`config.mk`:
```
export PLATFORM = sky130hd
export DESIGN_NAME = hwy_route_unit
export DESIGN_NICKNAME = d
export VERILOG_FILES = /design/src/rtl/hwy_pkg.sv /design/src/rtl/hwy_cluster_geo.sv /design/src/rtl/hwy_hop_count.sv /design/src/rtl/hwy_port_select.sv /design/src/rtl/hwy_route_unit.sv
export SDC_FILE = /design/constraint.sdc
export NUM_CORES = 1
export LEC_CHECK = 0
export ABC_AREA = 1
export ABC_CLOCK_PERIOD_IN_PS = 1650
export BUFFER_PORTS_ARGS = -buffer_cell sky130_fd_sc_hd__clkbuf_2
export CAP_MARGIN = 20
export CORE_AREA = 2 2 76 78
export DETAILED_ROUTE_END_ITERATION = 8
export DIE_AREA = 0 0 78 80
export PLACE_DENSITY = 0.93
export SETUP_SLACK_MARGIN = 0.15
export SKIP_CTS_REPAIR_TIMING = 1
export SLEW_MARGIN = 20
export SYNTH_ARGS = -nofsm -noshare
export SYNTH_HDL_FRONTEND = slang
export SYNTH_SLANG_ARGS = --single-unit
```
`constraint.sdc`:
```
create_clock -name clk -period 1.65 [get_ports clk]
set_input_delay 0.165 -clock clk [delete_from_list [all_inputs] [get_ports clk]]
set_output_delay 0.165 -clock clk [all_outputs]
set_load 0.1 [all_outputs]
```
`src/rtl/hwy_pkg.sv`:
```
package hwy_pkg;

    localparam int MODE_CENTRAL = 0;
    localparam int MODE_CORNER  = 1;
    localparam int MODE_BYPASS  = 2;

    localparam int REQ_W    = 6;
    localparam int RQ_LOCAL = 0;
    localparam int RQ_NORTH = 1;
    localparam int RQ_EAST  = 2;
    localparam int RQ_SOUTH = 3;
    localparam int RQ_WEST  = 4;
    localparam int RQ_UP    = 5;

    typedef enum logic [2:0] {
        PIN_LOCAL = 3'd0,
        PIN_NORTH = 3'd1,
        PIN_EAST  = 3'd2,
        PIN_SOUTH = 3'd3,
        PIN_WEST  = 3'd4,
        PIN_UP    = 3'd5
    } in_port_e;

    typedef enum logic [0:0] {
        ST_HEAD = 1'b0,
        ST_BODY = 1'b1
    } route_state_e;

    function automatic int absdiff(input int a, input int b);
        return (a > b) ? (a - b) : (b - a);
    endfunction

endpackage

```
`src/rtl/hwy_cluster_geo.sv`:
```
module hwy_cluster_geo #(
    parameter int AW     = 4,
    parameter int EDGE   = 2,
    parameter int LIMIT  = 12,
    parameter bit CORNER = 1'b0
) (
    input  logic [AW-1:0] coord,
    output logic [AW-1:0] idx,
    output logic [AW-1:0] attach
);
    int c_i;
    int i_i;
    int b_i;
    int a_i;

    always_comb begin
        c_i = int'(coord);
        i_i = c_i / EDGE;
        b_i = i_i * EDGE;
        if (CORNER) begin
            a_i = b_i;
        end else begin
            a_i = b_i + EDGE / 2;
        end
        if (a_i > LIMIT - 1) begin
            a_i = LIMIT - 1;
        end
        idx    = AW'(i_i);
        attach = AW'(a_i);
    end
endmodule

```
`src/rtl/hwy_hop_count.sv`:
```
module hwy_hop_count
    import hwy_pkg::*;
#(
    parameter int XW = 4,
    parameter int YW = 4,
    parameter int DW = 7
) (
    input  logic [XW-1:0] cur_x,
    input  logic [YW-1:0] cur_y,
    input  logic [XW-1:0] dst_x,
    input  logic [YW-1:0] dst_y,
    input  logic [XW-1:0] cur_ax,
    input  logic [YW-1:0] cur_ay,
    input  logic [XW-1:0] dst_ax,
    input  logic [YW-1:0] dst_ay,
    input  logic [XW-1:0] cur_cx,
    input  logic [YW-1:0] cur_cy,
    input  logic [XW-1:0] dst_cx,
    input  logic [YW-1:0] dst_cy,
    output logic [DW-1:0] mesh_hops,
    output logic [DW-1:0] hwy_hops
);
    int climb_i;
    int cross_i;
    int land_i;
    int flat_i;

    always_comb begin
        flat_i  = absdiff(int'(cur_x), int'(dst_x)) + absdiff(int'(cur_y), int'(dst_y));
        climb_i = absdiff(int'(cur_x), int'(cur_ax)) + absdiff(int'(cur_y), int'(cur_ay));
        cross_i = absdiff(int'(cur_cx), int'(dst_cx)) + absdiff(int'(cur_cy), int'(dst_cy));
        land_i  = absdiff(int'(dst_ax), int'(dst_x)) + absdiff(int'(dst_ay), int'(dst_y));
        mesh_hops = DW'(flat_i);
        hwy_hops  = DW'(climb_i + cross_i + land_i);
    end
endmodule

```
`src/rtl/hwy_port_select.sv`:
```
module hwy_port_select
    import hwy_pkg::*;
#(
    parameter int XW   = 4,
    parameter int YW   = 4,
    parameter int DW   = 7,
    parameter int EDGE = 2,
    parameter int MODE = MODE_CENTRAL
) (
    input  logic [2:0]       in_port,
    input  logic [XW-1:0]    cur_x,
    input  logic [YW-1:0]    cur_y,
    input  logic [XW-1:0]    src_x,
    input  logic [YW-1:0]    src_y,
    input  logic [XW-1:0]    dst_x,
    input  logic [YW-1:0]    dst_y,
    input  logic [XW-1:0]    cur_ax,
    input  logic [YW-1:0]    cur_ay,
    input  logic [XW-1:0]    cur_cx,
    input  logic [YW-1:0]    cur_cy,
    input  logic [DW-1:0]    mesh_hops,
    input  logic [DW-1:0]    hwy_hops,
    output logic [REQ_W-1:0] req
);
    in_port_e    ip;
    logic        own_cluster;
    logic        variant_ok;
    logic        eligible;
    logic        at_attach;
    logic [XW-1:0] aim_x;
    logic [YW-1:0] aim_y;

    assign ip = in_port_e'(in_port);

    always_comb begin
        own_cluster = (XW'(int'(src_x) / EDGE) == cur_cx) &&
                      (YW'(int'(src_y) / EDGE) == cur_cy);
    end

    generate
        if (MODE == MODE_BYPASS) begin : g_bypass
            assign variant_ok = (ip == PIN_LOCAL);
        end else if (MODE == MODE_CORNER) begin : g_corner
            assign variant_ok = (ip != PIN_SOUTH) && (ip != PIN_WEST);
        end else begin : g_central
            assign variant_ok = 1'b1;
        end
    endgenerate

    assign eligible  = own_cluster && variant_ok && (ip != PIN_UP) &&
                       (hwy_hops < mesh_hops);
    assign at_attach = (cur_x == cur_ax) && (cur_y == cur_ay);

    always_comb begin
        aim_x = eligible ? cur_ax : dst_x;
        aim_y = eligible ? cur_ay : dst_y;
        req   = '0;
        if (eligible && (at_attach || (MODE == MODE_BYPASS))) begin
            req[RQ_UP] = 1'b1;
        end else if (aim_x > cur_x) begin
            req[RQ_EAST] = 1'b1;
        end else if (aim_x < cur_x) begin
            req[RQ_WEST] = 1'b1;
        end else if (aim_y > cur_y) begin
            req[RQ_NORTH] = 1'b1;
        end else if (aim_y < cur_y) begin
            req[RQ_SOUTH] = 1'b1;
        end else begin
            req[RQ_LOCAL] = 1'b1;
        end
    end
endmodule

```
`src/rtl/hwy_route_unit.sv`:
```
module hwy_route_unit
    import hwy_pkg::*;
#(
    parameter int MESH_X = 12,
    parameter int MESH_Y = 12,
    parameter int EDGE   = 2,
    parameter int MODE   = MODE_CENTRAL,
    localparam int XW    = $clog2(MESH_X),
    localparam int YW    = $clog2(MESH_Y),
    localparam int DW    = $clog2(MESH_X + MESH_Y) + 2
) (
    input  logic          clk,
    input  logic          rst_n,
    input  logic          in_valid,
    input  logic          in_burst,
    input  logic [2:0]    in_port,
    input  logic [XW-1:0] cur_x,
    input  logic [YW-1:0] cur_y,
    input  logic [XW-1:0] src_x,
    input  logic [YW-1:0] src_y,
    input  logic [XW-1:0] dst_x,
    input  logic [YW-1:0] dst_y,
    output logic          out_valid,
    output logic [5:0]    out_req
);
    localparam bit AT_CORNER = (MODE == MODE_CORNER);

    logic [XW-1:0] pt_x [2];
    logic [YW-1:0] pt_y [2];
    logic [XW-1:0] cl_x [2];
    logic [YW-1:0] cl_y [2];
    logic [XW-1:0] at_x [2];
    logic [YW-1:0] at_y [2];

    assign pt_x[0] = cur_x;
    assign pt_y[0] = cur_y;
    assign pt_x[1] = dst_x;
    assign pt_y[1] = dst_y;

    generate
        for (genvar g = 0; g < 2; g++) begin : g_geo
            hwy_cluster_geo #(.AW(XW), .EDGE(EDGE), .LIMIT(MESH_X), .CORNER(AT_CORNER)) u_gx (
                .coord(pt_x[g]), .idx(cl_x[g]), .attach(at_x[g]));
            hwy_cluster_geo #(.AW(YW), .EDGE(EDGE), .LIMIT(MESH_Y), .CORNER(AT_CORNER)) u_gy (
                .coord(pt_y[g]), .idx(cl_y[g]), .attach(at_y[g]));
        end
    endgenerate

    logic [DW-1:0] mesh_hops;
    logic [DW-1:0] hwy_hops;

    hwy_hop_count #(.XW(XW), .YW(YW), .DW(DW)) u_hops (
        .cur_x(cur_x), .cur_y(cur_y), .dst_x(dst_x), .dst_y(dst_y),
        .cur_ax(at_x[0]), .cur_ay(at_y[0]), .dst_ax(at_x[1]), .dst_ay(at_y[1]),
        .cur_cx(cl_x[0]), .cur_cy(cl_y[0]), .dst_cx(cl_x[1]), .dst_cy(cl_y[1]),
        .mesh_hops(mesh_hops), .hwy_hops(hwy_hops));

    logic [REQ_W-1:0] fresh_req;

    hwy_port_select #(.XW(XW), .YW(YW), .DW(DW), .EDGE(EDGE), .MODE(MODE)) u_sel (
        .in_port(in_port), .cur_x(cur_x), .cur_y(cur_y),
        .src_x(src_x), .src_y(src_y), .dst_x(dst_x), .dst_y(dst_y),
        .cur_ax(at_x[0]), .cur_ay(at_y[0]), .cur_cx(cl_x[0]), .cur_cy(cl_y[0]),
        .mesh_hops(mesh_hops), .hwy_hops(hwy_hops), .req(fresh_req));

    route_state_e     state_q, state_d;
    logic [REQ_W-1:0] held_q, held_d;
    logic [REQ_W-1:0] req_now;

    always_comb begin
        state_d = state_q;
        held_d  = held_q;
        unique case (state_q)
            ST_HEAD: begin
                if (in_valid) begin
                    held_d = fresh_req;
                    if (in_burst) begin
                        state_d = ST_BODY;
                    end
                end
            end
            ST_BODY: begin
                if (in_valid && !in_burst) begin
                    state_d = ST_HEAD;
                end
            end
        endcase
    end

    assign req_now = (state_q == ST_HEAD) ? fresh_req : held_q;

    always_ff @(posedge clk or negedge rst_n) begin
        if (!rst_n) begin
            state_q <= ST_HEAD;
            held_q  <= '0;
        end else begin
            state_q <= state_d;
            held_q  <= held_d;
        end
    end

    always_ff @(posedge clk or negedge rst_n) begin
        if (!rst_n) begin
            out_valid <= 1'b0;
            out_req   <= '0;
        end else begin
            out_valid <= in_valid;
            out_req   <= in_valid ? req_now : '0;
        end
    end
endmodule

```
==> out/qor.csv, run 1 <==
stage,metric,value,unit
synth,synth_edf_count,0,
synth,synthTopCellsByArea,"ha_1, fa_1, nand2_1",
synth,netlist_area,3452,sq um
synth,ys_seq_elements,14,
grt,track_usage,0.6904,
outcome,haltStage,5_1_grt,
synth,synthArstFlopShare,1.000,
outcome,tool.error,[ERROR GRT-0232] Routing congestion too high. Check the congestion heatmap in the GUI.,
synth,yosys_warnings,0,
outcome,run_status,stopped before the end,
clock_network,cts.sinks,14,
floorplan,die_x,78,microns
timing,worst_endpoint_kind,sequential cell input,
synth,postSynthCellCount,498,
grt,grt-ovfl-total,1,
placed_design,port_buffers,35,
floorplan,ios,38,
synth,ys_types,31,
floorplan,start_util,0.6387,
clock_network,cts-root-buf,clkbuf_8,
clock_network,clock_path_buffers,2,
floorplan,die_h,80,microns
synth,avgSynthCellArea,6.932,sq um
floorplan,num_rows,27,
synth,synthTopCellsByCount,"nand2_1, inv_1, ha_1, fa_1, nor2_1",
clock_network,clock_tree.htree_level_count,1,
synth,synth_most_common_cell,nand2_1,
clock_network,cts_buffers,3,
grt,grt_max_degree,15,
placed_design,routabilityCongestion,1.010,
placed_design,place_hpwl,9242,microns
synth,ys_seq_area_frac,0.1015,
timing,postGrtWorstEndpoint,held_q[0]$_DFFE_PN0P_/D,
synth,ys.flop_type,dfrtp_1,
synth,yosysTopAreaCellShare,0.1993,
synth,synth_top_area_cell,ha_1,
==> layer usage <==
layer / GRT overflow / track usage
met1: 0 / 0.6822
met2: 1 / 0.8888
met3: 0 / 0.5679
met4: 0 / 0.6018
met5: 0 / 0.1455
==> logic make-up after synthesis <==
family | share of synthesized area
AOI/OAI and AO/OA | 0.06851
buffers and inverters | 0.1356
muxes | 0.005799
xor gates and xnor gates | 0.04567
adders and majority gates | 0.3849
and+or+nand+nor | 0.2570
other | 0.001086
DFF | 0.1015
==> per-stage QoR <==
step	utilization	instance area, sq um	cells	setup WS (ns)	setup TNS, ns
3_3_place_gp	0.8338	4507	700	-4.310	-50.08
2_1_floorplan	-	3550	503	-3.936	-45.30
4_1_cts	0.8440	4562	704	-4.514	-51.60
3_5_place_dp	0.8338	4507	700	-4.644	-53.51
==> run 2, diff against run 1 <==
- CORE_AREA: 2 2 76 78 -> 2 2 96 98
- DIE_AREA: 0 0 78 80 -> 0 0 98 100
- PLACE_DENSITY: 0.93 -> unset
- PLACE_DENSITY_LB_ADDON: unset -> 0.15
- SETUP_SLACK_MARGIN: 0.15 -> unset
==> out/qor.csv, run 2 <==
stage,metric,value,unit
outcome,run_status,"finished, violations left",
outcome,violations,negative setup slack,
worst_setup_path,critPathSlowestCell,fa_1,
floorplan,core_area,8890,sq um
clock_network,cts-root-buf,clkbuf_8,
timing,whs,0.09062,ns
timing,min_period,5.754,ns
worst_setup_path,worstPathRequired,1.78,ns
drt,wl_met2,4465,microns
worst_setup_path,path_buf_inv,12,
timing,fin_ws,-4.104,ns
synth,ys_types,31,
drt,num_vias,3352,
placed_design,routabilityCongestion,0.8571,
worst_setup_path,critPathTopFamily,adder cells,
pwr,p_int,3.351,mW
pwr,p_seq_frac,0.057,
pwr,total_power,6.898,mW
clock_network,cts.sinks,14,
clock_network,clock_path_buffers,2,
clock_network,cts_tree,yes,
synth,postSynthCellCount,498,
worst_setup_path,start_kind,input port,
finish,final_common_cell,nand2_1,
synth,netlist_area,3452,sq um
synth,synth_top_area_cell,ha_1,
synth,ys_seq_area_frac,0.1015,
pwr,powerDensity,1437,nW/um^2
drt,first_iter_violations,70,
placed_design,dp.cells,740,
drt,drtAntennaViolNets,0,
pwr,switchingPower,3.547,mW
drt,top_layer,met4,
synth,synth_edf_count,0,
pwr,switching_share,0.5142,
timing,finClkSkew,0.003230,ns
run,cap_violations,0,
timing,fin_crit_sh,3.487,
grt,track_usage,0.1842,
floorplan,die-area,9800,sq um
synth,yosys_warnings,0,
grt,grt_pass1_vias,3358,
worst_setup_path,arrival,5.89,ns
timing,finalSetupTns,-47.48,ns
grt,antenna_found_initial,0,
pwr,combPwrFrac,0.896,
drt,drc,0,
finish,final_cell_mix,"nand2_1, buf_4, inv_1, ha_1, clkbuf_2",
timing,fmax,173.8,MHz
finish,utilization,0.5399,
floorplan,die_h,100,microns
finish,top_regs,"held_q (6), out_req (6), out_valid (1)",
worst_setup_path,critPathMaxFanout,8,
timing,hold_viol_final,0,
timing,setup_violations,12,
worst_setup_path,cpPeakStageDelay,0.54,ns
grt,grt_max_degree,15,
hold_path,worstHoldPathType,in2reg,
clock_network,insertion_delay,0.24,ns
placed_design,port_buffers,35,
pwr,peakVddDrop,1203,uV
finish,nets,759,
drt,wl_met1,4225,microns
worst_setup_path,criticalPathCategory,in2reg,
synth,ys_seq_elements,14,
clock_network,cts_buffers,3,
drt,routedWlPerCell,11.88,microns
finish,antennaDiodeCount,0,
drt,drt-pass1-iter-count,4,
floorplan,start_util,0.3883,
finish,fin_cells,751,
floorplan,num_rows,35,
timing,slew_headroom,0.6404,
worst_setup_path,endpoint_kind,flip-flop,
floorplan,die_x,98,microns
pwr,leakage,2.839,nW
synth,synthArstFlopShare,1.000,
timing,drv_slew,0,
finish,drive_gt1_frac,0.3297,
pwr,p_clk_frac,0.047,
finish,synthToLayoutAreaGrowth,39.04,%
worst_setup_path,cp_common_cell,inv_2,
grt,grt_pass1_wl,14900,microns
drt,route.met3.wl,166,microns
timing,worstMarginPinSlew,0.5418,ns
timing,rsz0062_at_grt,true,
drt,drt_wl_total,8924,microns
synth,yosysTopAreaCellShare,0.1993,
drt,vias_per_cell,4.463,
clock_network,clk_pin_slew,0.06,ns
synth,avgSynthCellArea,6.932,sq um
synth,ys.flop_type,dfrtp_1,
grt,grt-ovfl-total,0,
floorplan,ios,38,
placed_design,place_hpwl,7754,microns
clock_network,clock_tree.htree_level_count,1,
synth,synth_most_common_cell,nand2_1,
synth,synthTopCellsByCount,"nand2_1, inv_1, ha_1, fa_1, nor2_1",
synth,synthTopCellsByArea,"ha_1, fa_1, nand2_1",
-- run 2: cell counts after synthesis --
No cell type changed its count.
-- run 2: cell families (layout without fill, tap and decap cells) --
| kind of cell | Yosys count | after routing | share of synthesized area |
|---|---|---|---|
| flip-flops | 14 | 14 | 0.1015 |
| multiplexers | 2 | 2 | 0.005799 |
| AO/OA/AOI/OAI | 45 | 45 | 0.06851 |
| adder cells (fa/ha/maj) | 87 | 87 | 0.3849 |
| buffers and inverters | 122 | 259 | 0.1356 |
| other | 1 | 6 | 0.001086 |
| AND/OR/NAND/NOR | 209 | 209 | 0.2570 |
| XOR/XNOR | 18 | 18 | 0.04567 |
-- run 2: metrics by stage --
stage | area [sq um] | worst slack, ns
final | 4800 | -4.104
after global routing | 4800 | -4.495
after CTS | 4618 | -4.255
after detailed placement | 4563 | -4.506
after global placement | 4563 | -4.402
after floorplan | 3550 | -3.936
-- run 2: final timing paths --
path / from / end / slack [ns] / depth (start not counted)
setup / recovery: cur_x[1] / out_req[3]$_DFF_PN0_ / -4.10 / 43
hold / removal: in_valid / out_valid$_DFF_PN0_ / 0.09 / 1
setup reg to reg: flip-flop / out_req[3]$_DFF_PN0_ / 0.45 / 7
hold reg to reg: held_q[5]$_DFFE_PN0P_ / out_req[5]$_DFF_PN0_ / 0.48 / 2
max in group asynchronous: rst_n / out_req[2]$_DFF_PN0_ / 1.04 / 2
min in group asynchronous: rst_n / held_q[4]$_DFFE_PN0P_ / 0.36 / 2
-- run 2: layout make-up --
class / instances / area (sq um)
clock buffers: 4 / 55.05
fillers: 891 / 4090
inverters: 115 / 462.9
multi-input cells: 367 / 2810
flip-flops and latches: 14 / 350.3
well taps: 111 / 138.9
repair buffers: 140 / 982.2
-- run 2: per-layer routing --
metal / GRT usage / up-vias
met5: 0 / -
met4: 0.02564 / 0
met2: 0.3367 / 40
li1: - / 1777
met3: 0.008357 / 8
met1: 0.2484 / 1527
-- run 2: power groups by stage --
| stage | Combinational (mW) | Clock [mW] | Sequential, mW |
|---|---|---|---|
| floorplan | 4.01 | 0 | 0.488 |
| global placement | 5.76 | 0 | 0.396 |
| detailed placement | 5.98 | 0 | 0.397 |
| CTS | 6.01 | 0.331 | 0.391 |
| global route | 7.03 | 0.346 | 0.395 |
| finish | 6.18 | 0.324 | 0.391 |
(Power assumes the default switching activity.)
